--- src/rtl/acc_pkg.sv ---
// Shared types for the accumulator core: opcode values, decoded
// instruction record, condition code values and controller states.
// Assumes 8-bit opcodes; other widths come from top parameters.
package acc_pkg;

    localparam logic [7:0] OP_LDA  = 8'h01;
    localparam logic [7:0] OP_LDX  = 8'h02;
    localparam logic [7:0] OP_LDL  = 8'h03;
    localparam logic [7:0] OP_STA  = 8'h04;
    localparam logic [7:0] OP_STX  = 8'h05;
    localparam logic [7:0] OP_STL  = 8'h06;
    localparam logic [7:0] OP_LDB  = 8'h07;
    localparam logic [7:0] OP_STB  = 8'h08;
    localparam logic [7:0] OP_ADD  = 8'h10;
    localparam logic [7:0] OP_SUB  = 8'h11;
    localparam logic [7:0] OP_AND  = 8'h12;
    localparam logic [7:0] OP_OR   = 8'h13;
    localparam logic [7:0] OP_CMP  = 8'h20;
    localparam logic [7:0] OP_INCX = 8'h21;
    localparam logic [7:0] OP_JMP  = 8'h30;
    localparam logic [7:0] OP_JLT  = 8'h31;
    localparam logic [7:0] OP_JEQ  = 8'h32;
    localparam logic [7:0] OP_JGT  = 8'h33;
    localparam logic [7:0] OP_CALL = 8'h34;
    localparam logic [7:0] OP_RET  = 8'h35;

    localparam logic [1:0] CC_LT = 2'b00;
    localparam logic [1:0] CC_EQ = 2'b01;
    localparam logic [1:0] CC_GT = 2'b10;

    typedef enum logic [3:0] {
        K_LOAD, K_STORE, K_ALU, K_CMP, K_INCX, K_JUMP,
        K_CALL, K_RET, K_LDB, K_STB, K_BAD
    } kind_t;

    typedef enum logic [1:0] {ALU_ADD, ALU_SUB, ALU_AND, ALU_OR} alu_op_t;
    typedef enum logic [1:0] {JC_ALL, JC_LT, JC_EQ, JC_GT} jcond_t;
    typedef enum logic [1:0] {RS_A, RS_X, RS_L} rsel_t;

    typedef struct packed {
        kind_t   kind;
        rsel_t   rsel;
        alu_op_t aop;
        jcond_t  jc;
    } dec_t;

    typedef enum logic [2:0] {
        ST_FETCH, ST_DECODE, ST_MEMRD, ST_MEMWR, ST_EXEC, ST_HALT
    } state_t;

endpackage

--- src/rtl/acc_decode.sv ---
// Opcode decoder: maps the 8-bit opcode to an instruction class,
// a register select, an ALU operation and a jump condition.
// Assumes nothing about timing; purely combinational.
module acc_decode
    import acc_pkg::*;
(
    input  logic [7:0] opcode,
    output dec_t       dec
);

    // Classify the opcode; anything not listed is K_BAD.
    always_comb begin
        dec = '{kind: K_BAD, rsel: RS_A, aop: ALU_ADD, jc: JC_ALL};
        case (opcode)
            OP_LDA:  dec.kind = K_LOAD;
            OP_LDX:  begin dec.kind = K_LOAD;  dec.rsel = RS_X; end
            OP_LDL:  begin dec.kind = K_LOAD;  dec.rsel = RS_L; end
            OP_STA:  dec.kind = K_STORE;
            OP_STX:  begin dec.kind = K_STORE; dec.rsel = RS_X; end
            OP_STL:  begin dec.kind = K_STORE; dec.rsel = RS_L; end
            OP_LDB:  dec.kind = K_LDB;
            OP_STB:  dec.kind = K_STB;
            OP_ADD:  dec.kind = K_ALU;
            OP_SUB:  begin dec.kind = K_ALU;  dec.aop = ALU_SUB; end
            OP_AND:  begin dec.kind = K_ALU;  dec.aop = ALU_AND; end
            OP_OR:   begin dec.kind = K_ALU;  dec.aop = ALU_OR;  end
            OP_CMP:  dec.kind = K_CMP;
            OP_INCX: dec.kind = K_INCX;
            OP_JMP:  dec.kind = K_JUMP;
            OP_JLT:  begin dec.kind = K_JUMP; dec.jc = JC_LT; end
            OP_JEQ:  begin dec.kind = K_JUMP; dec.jc = JC_EQ; end
            OP_JGT:  begin dec.kind = K_JUMP; dec.jc = JC_GT; end
            OP_CALL: dec.kind = K_CALL;
            OP_RET:  dec.kind = K_RET;
            default: dec.kind = K_BAD;
        endcase
    end

endmodule

--- src/rtl/acc_alu.sv ---
// Arithmetic/logic unit and signed comparator for the core.
// Assumes two's complement operands of W bits; results wrap modulo 2^W.
module acc_alu
    import acc_pkg::*;
#(
    parameter int W = 24
) (
    input  logic [W-1:0] lhs,
    input  logic [W-1:0] rhs,
    input  logic [W-1:0] cmp_lhs,
    input  alu_op_t      op,
    output logic [W-1:0] res,
    output logic [1:0]   cc
);

    // Compute the selected arithmetic or logic result.
    always_comb begin
        case (op)
            ALU_ADD: res = lhs + rhs;
            ALU_SUB: res = lhs - rhs;
            ALU_AND: res = lhs & rhs;
            default: res = lhs | rhs;
        endcase
    end

    // Signed three-way comparison into the condition code.
    always_comb begin
        if ($signed(cmp_lhs) < $signed(rhs))
            cc = CC_LT;
        else if (cmp_lhs == rhs)
            cc = CC_EQ;
        else
            cc = CC_GT;
    end

endmodule

--- src/rtl/acc_core.sv ---
// Multicycle accumulator core. Fetches 3-byte big-endian instructions
// one byte per cycle, reads or writes operands byte-serially and
// executes one instruction at a time.
// Assumes a memory returning read data one cycle after mem_rd_en and
// committing writes at the clock edge where mem_wr_en is high.
module acc_core
    import acc_pkg::*;
#(
    parameter int BYTE_W     = 8,
    parameter int ADDR_W     = 15,
    parameter int WORD_BYTES = 3
) (
    input  logic              clk,
    input  logic              rst_n,
    output logic [ADDR_W-1:0] mem_addr,
    output logic              mem_rd_en,
    input  logic [BYTE_W-1:0] mem_rdata,
    output logic              mem_wr_en,
    output logic [BYTE_W-1:0] mem_wdata,
    output logic              halted,
    output logic [1:0]        cond_code
);

    localparam int W     = BYTE_W * WORD_BYTES;
    localparam int CNT_W = $clog2(WORD_BYTES + 1);
    localparam logic [CNT_W-1:0] WORD_LEN = CNT_W'(WORD_BYTES);
    localparam logic [CNT_W-1:0] LAST_IDX = CNT_W'(WORD_BYTES - 1);

    logic [W-1:0]      a_q, x_q, l_q, pc_q, ir_q, mdr_q;
    logic [1:0]        cc_q;
    logic [ADDR_W-1:0] ea_q, ea_next;
    logic [CNT_W-1:0]  cnt_q, xfer_len, byte_sel;
    state_t            st_q;
    dec_t              dec;
    logic              is_byte, jmp_taken;
    logic [W-1:0]      store_val, x_inc, cmp_lhs, alu_res;
    logic [1:0]        alu_cc;

    acc_decode u_dec (
        .opcode (ir_q[W-1 -: 8]),
        .dec    (dec)
    );

    acc_alu #(.W(W)) u_alu (
        .lhs     (a_q),
        .rhs     (mdr_q),
        .cmp_lhs (cmp_lhs),
        .op      (dec.aop),
        .res     (alu_res),
        .cc      (alu_cc)
    );

    // Operand selection, effective address and transfer length.
    always_comb begin
        is_byte  = (dec.kind == K_LDB) || (dec.kind == K_STB);
        xfer_len = (st_q == ST_FETCH || !is_byte) ? WORD_LEN : CNT_W'(1);
        ea_next  = ir_q[ADDR_W-1:0] + (ir_q[ADDR_W] ? x_q[ADDR_W-1:0] : '0);
        x_inc    = x_q + W'(1);
        cmp_lhs  = (dec.kind == K_INCX) ? x_inc : a_q;
        case (dec.rsel)
            RS_X:    store_val = x_q;
            RS_L:    store_val = l_q;
            default: store_val = a_q;
        endcase
        case (dec.jc)
            JC_LT:   jmp_taken = (cc_q == CC_LT);
            JC_EQ:   jmp_taken = (cc_q == CC_EQ);
            JC_GT:   jmp_taken = (cc_q == CC_GT);
            default: jmp_taken = 1'b1;
        endcase
    end

    // Memory port drive: address, strobes and write byte.
    always_comb begin
        byte_sel  = LAST_IDX - cnt_q;
        mem_addr  = ((st_q == ST_FETCH) ? pc_q[ADDR_W-1:0] : ea_q) + ADDR_W'(cnt_q);
        mem_rd_en = ((st_q == ST_FETCH) || (st_q == ST_MEMRD)) && (cnt_q != xfer_len);
        mem_wr_en = (st_q == ST_MEMWR);
        mem_wdata = is_byte ? a_q[BYTE_W-1:0] : store_val[byte_sel*BYTE_W +: BYTE_W];
        halted    = (st_q == ST_HALT);
        cond_code = cc_q;
    end

    // Controller and architectural registers.
    always_ff @(posedge clk) begin
        if (!rst_n) begin
            a_q   <= '0;
            x_q   <= '0;
            l_q   <= '0;
            pc_q  <= '0;
            ir_q  <= '0;
            mdr_q <= '0;
            cc_q  <= CC_LT;
            ea_q  <= '0;
            cnt_q <= '0;
            st_q  <= ST_FETCH;
        end else begin
            case (st_q)
                ST_FETCH: begin
                    if (cnt_q != '0)
                        ir_q <= {ir_q[W-BYTE_W-1:0], mem_rdata};
                    if (cnt_q == WORD_LEN) begin
                        cnt_q <= '0;
                        pc_q  <= pc_q + W'(WORD_BYTES);
                        st_q  <= ST_DECODE;
                    end else begin
                        cnt_q <= cnt_q + CNT_W'(1);
                    end
                end
                ST_DECODE: begin
                    ea_q  <= ea_next;
                    cnt_q <= '0;
                    case (dec.kind)
                        K_LOAD, K_ALU, K_CMP, K_INCX, K_LDB: st_q <= ST_MEMRD;
                        K_STORE, K_STB: st_q <= ST_MEMWR;
                        K_JUMP: begin
                            if (jmp_taken)
                                pc_q <= W'(ea_next);
                            st_q <= ST_FETCH;
                        end
                        K_CALL: begin
                            l_q  <= pc_q;
                            pc_q <= W'(ea_next);
                            st_q <= ST_FETCH;
                        end
                        K_RET: begin
                            pc_q <= l_q;
                            st_q <= ST_FETCH;
                        end
                        default: st_q <= ST_HALT;
                    endcase
                end
                ST_MEMRD: begin
                    if (cnt_q != '0)
                        mdr_q <= {mdr_q[W-BYTE_W-1:0], mem_rdata};
                    if (cnt_q == xfer_len) begin
                        cnt_q <= '0;
                        st_q  <= ST_EXEC;
                    end else begin
                        cnt_q <= cnt_q + CNT_W'(1);
                    end
                end
                ST_MEMWR: begin
                    if (cnt_q == xfer_len - CNT_W'(1)) begin
                        cnt_q <= '0;
                        st_q  <= ST_FETCH;
                    end else begin
                        cnt_q <= cnt_q + CNT_W'(1);
                    end
                end
                ST_EXEC: begin
                    case (dec.kind)
                        K_LOAD: begin
                            case (dec.rsel)
                                RS_X:    x_q <= mdr_q;
                                RS_L:    l_q <= mdr_q;
                                default: a_q <= mdr_q;
                            endcase
                        end
                        K_ALU:  a_q <= alu_res;
                        K_CMP:  cc_q <= alu_cc;
                        K_INCX: begin
                            x_q  <= x_inc;
                            cc_q <= alu_cc;
                        end
                        K_LDB:  a_q[BYTE_W-1:0] <= mdr_q[BYTE_W-1:0];
                        default: ;
                    endcase
                    st_q <= ST_FETCH;
                end
                default: st_q <= ST_HALT;
            endcase
        end
    end

endmodule

--- config.mk ---
export PLATFORM = sky130hd
export DESIGN_NAME = acc_core
export DESIGN_NICKNAME = d
export VERILOG_FILES = /design/src/rtl/acc_pkg.sv /design/src/rtl/acc_decode.sv /design/src/rtl/acc_alu.sv /design/src/rtl/acc_core.sv
export SDC_FILE = /design/constraint.sdc
export NUM_CORES = 1
export LEC_CHECK = 0
export ABC_AREA = 1
export ABC_CLOCK_PERIOD_IN_PS = 7400
export BUFFER_PORTS_ARGS = -buffer_cell sky130_fd_sc_hd__buf_2
export CORE_MARGIN = 10
export CORE_UTILIZATION = 61
export CTS_CLUSTER_DIAMETER = 120
export DETAILED_ROUTE_END_ITERATION = 7
export GPL_TIMING_DRIVEN = 0
export PLACE_DENSITY = 0.78
export SYNTH_ARGS = -nofsm -noshare
export SYNTH_HDL_FRONTEND = slang
export SYNTH_SLANG_ARGS = --single-unit
--- constraint.sdc ---
create_clock -name clk -period 7.4 [get_ports clk]
set_input_delay 0.74 -clock clk [delete_from_list [all_inputs] [get_ports clk]]
set_output_delay 0.74 -clock clk [all_outputs]
set_load 0.02 [all_outputs]
==> results_dict.tcl <==
set metrics [dict create \
    yosysUniqueCellTypes 52 \
    initial_core_util 0.621 \
    cts_max_path_buffers 2 \
    yosysSeqAreaShare 0.236 \
    ant_nets 0 \
    cts_sinks 166 \
    synth.area.top_cells "dfxtp_1, nand2_1, inv_1, o21ai_0, a21oi_1" \
    cts_made_buffers 17 \
    cts.htree.levels 4 \
    area_growth_syn_to_layout_pct 8.05 \
    grtUsageTotal 0.370 \
    syn-num-nets 2412 \
    hold_viol_final 0 \
    cts.clk_slew.worst_paths_ps 80 \
    ff2ff_setup_slack_ps 3290 \
    synthCells 2327 \
    crit_path_start_kind "register" \
    synth_edf_count 0 \
    pin_count 38 \
    dieArea_um2 29500 \
    fin_skew_ps 25.1 \
    antenna_found_initial 0 \
    crit_family "compound AO/OA/AOI/OAI gates" \
    arrival_ps 4510 \
    hold_start "ea_q[0]" \
    hold_end "ea_q[0]" \
    drive_gt1_frac 0.0659 \
    portBuffers 37 \
    setup_tns_ps 0 \
    drtPass1Iterations 8 \
    fmax_ghz 0.190 \
    whs_path_depth 2 \
    status "finished with violations" \
    r2r_end "a_q[17]" \
    avgViaCountPerCell 6.34 \
    synthFlopType "dfxtp_1" \
    ys_warn_count 0 \
    grt_pass1_wl_mm 84.4 \
    cap_violations 0 \
    cts-root-buf "clkbuf_16" \
    critPathMaxFanout 10 \
    postCtsSetupBuffers 0 \
    r2r-start "mdr_q[0]" \
    initialDrtViolationCount 2978 \
    cp.required_ps 6660 \
    hold_path.class "register to register" \
    clk_latency_ps 450 \
    core_area_um2 22600 \
    worstPathCellList "nor2_1 > nand2_1 > inv_1 > o21ai_0 > inv_1 > ha_1 > clkbuf_1 > clkbuf_1 > a221oi_1 > a211oi_1 > a21oi_1 > o21ai_0 > buf_2" \
    critical_path_class "register to output port" \
    grt_pass1_vias 15100 \
    dp_hpwl_mm 44.0 \
    slew_violations 0 \
    synthArstFlopShare 0 \
    cts_hold_buf 0 \
    routed_wirelength_mm 55.3 \
    p_leak_nw 7.10 \
    ys_ff_latch 166 \
    critPathBufInv 5 \
    cellPowerDensity_nw_per_um2 520 \
    grt_max_degree 19 \
    syn_area_um2 14100 \
    cts_tree "built" \
    vias 17000 \
    grt-ovfl-total 0 \
    synth_fa_ha_area_frac 0.0683 \
    peakVddDrop_uv 441 \
    layout_min_cycle_time_ps 5250 \
    syn_avg_cell_area_um2 6.04 \
    drc_errors 2 \
    synth.area.mux_share 0.000712 \
    die_y_um 172 \
    cp_num_cells 13 \
    nNetsFinal 2468 \
    layout_setup_ws_ps 2150 \
    synth_xor_area_frac 0.0343 \
    diodes 0 \
    dp_slack_ps 3090 \
    worstMarginPinSlew_ps 996 \
    cpMaxStageDelayCell "a211oi_1" \
    ctsResizeCount 0 \
    fp-row-count 55 \
    dieWidth_um 172 \
    post-route-period-util 0.709 \
    synth_compound_area_frac 0.242 \
    synth_most_common_cell "nand2_1" \
    post-synth-top-area-cell "dfxtp_1" \
    synthTopCellsByCount "nand2_1, inv_1, o21ai_0" \
    total_power_mw 7.90 \
    synth_top_area_frac 0.236 \
    slew_headroom 0.336 \
    reg2regPathDepth 21 \
    rsz0062_at_grt "false" \
    synth_top_family_by_area "simple AND/OR/NAND/NOR gates" \
    setup_viol 0 \
    wl_per_cell_um 20.6 \
    utilization 0.671 \
    violations "design-rule violations" \
    crit_path_max_incr_delay_ps 650 \
    synthSimpleGateAreaFrac 0.288 \
    end_kind "output port" \
    place_congestion 1.11 \
]
area by class of cell:
| class | count | area (µm²) |
|---|---|---|
| buffer | 101 | 460 |
| clock buffer | 18 | 439 |
| clock inverter | 14 | 151 |
| fill | 2157 | 7450 |
| inverter | 363 | 1360 |
| multi-input combinational | 1697 | 8920 |
| sequential | 166 | 3320 |
| tap | 285 | 357 |
| timing repair buffer | 37 | 185 |
power breakdown:
group / total [mW] / leakage (nW) / switching, mW / internal (mW)
clock: 0.921 / 0.287 / 0.459 / 0.462
sequential: 1.37 / 1.35 / 0.252 / 1.11
combinational: 5.62 / 5.46 / 3.88 / 1.73
total: 7.90 / 7.10 / 4.59 / 3.31
cell usage in the layout, fill, tap and decap left out, types with 19 or more instances in the layout:
master	count
inv_2	20
nor2_1	199
nor3_1	37
inv_1	337
o21ai_0	246
nand4_1	37
nand2_1	479
clkbuf_1	68
buf_2	59
dfxtp_1	166
o22ai_1	19
a211oi_1	29
xor2_1	46
o21ai_1	43
nand3_1	138
a21oi_1	215
ha_1	72
sequential cells by signal, indices dropped and copies added (netlist names):
signal     cells
a_q           24
ir_q          24
l_q           24
mdr_q         24
pc_q          24
x_q           24
ea_q          15
st_q           3
cnt_q          2
cond_code      2
worst max path at each step:
| stage | from | end | slack [ps] |
|---|---|---|---|
| 3_3_place_gp | ir_q[16] | mem_wdata[0] | 3070 |
| 4_1_cts | ir_q[16] | mem_wdata[0] | 2590 |
| 5_1_grt | ir_q[16] | mem_wdata[0] | 2010 |
| 3_5_place_dp | ir_q[16] | mem_wdata[0] | 3090 |
| 6_report | ir_q[16] | mem_wdata[1] | 2150 |
| 2_1_floorplan | ir_q[17] | mem_wdata[2] | 4150 |
per-stage QoR:
| step | cells | hold WS (ps) | instance area [µm²] |
|---|---|---|---|
| finish | 2681 | 474 | 15200 |
| CTS | 2681 | 471 | 15200 |
| detailed placement | 2649 | 461 | 14600 |
| global route | 2681 | 490 | 15200 |
| global placement | 2649 | 458 | 14600 |
| floorplan | 2327 | 438 | 14100 |
cell families (layout without fill, tap and decap cells):
family,after synthesis,after routing
simple gates,944,944
flops,166,166
fa+ha+maj,75,75
mux,1,1
xor+xnor,55,55
buf+inv,464,533
compound gates,622,622
worst min-delay path, cell delays in order (launching register included):
cell and delay [ps]:
dfxtp_1 310, nand2_1 60, a21oi_1 60
layer usage:
metal,part of all wire,GRT usage
met5,0,0
met1,0.40,0.494
met3,0.16,0.130
met4,0.047,0.160
met2,0.40,0.524
Note: power is estimated with default switching activity, not from simulation.
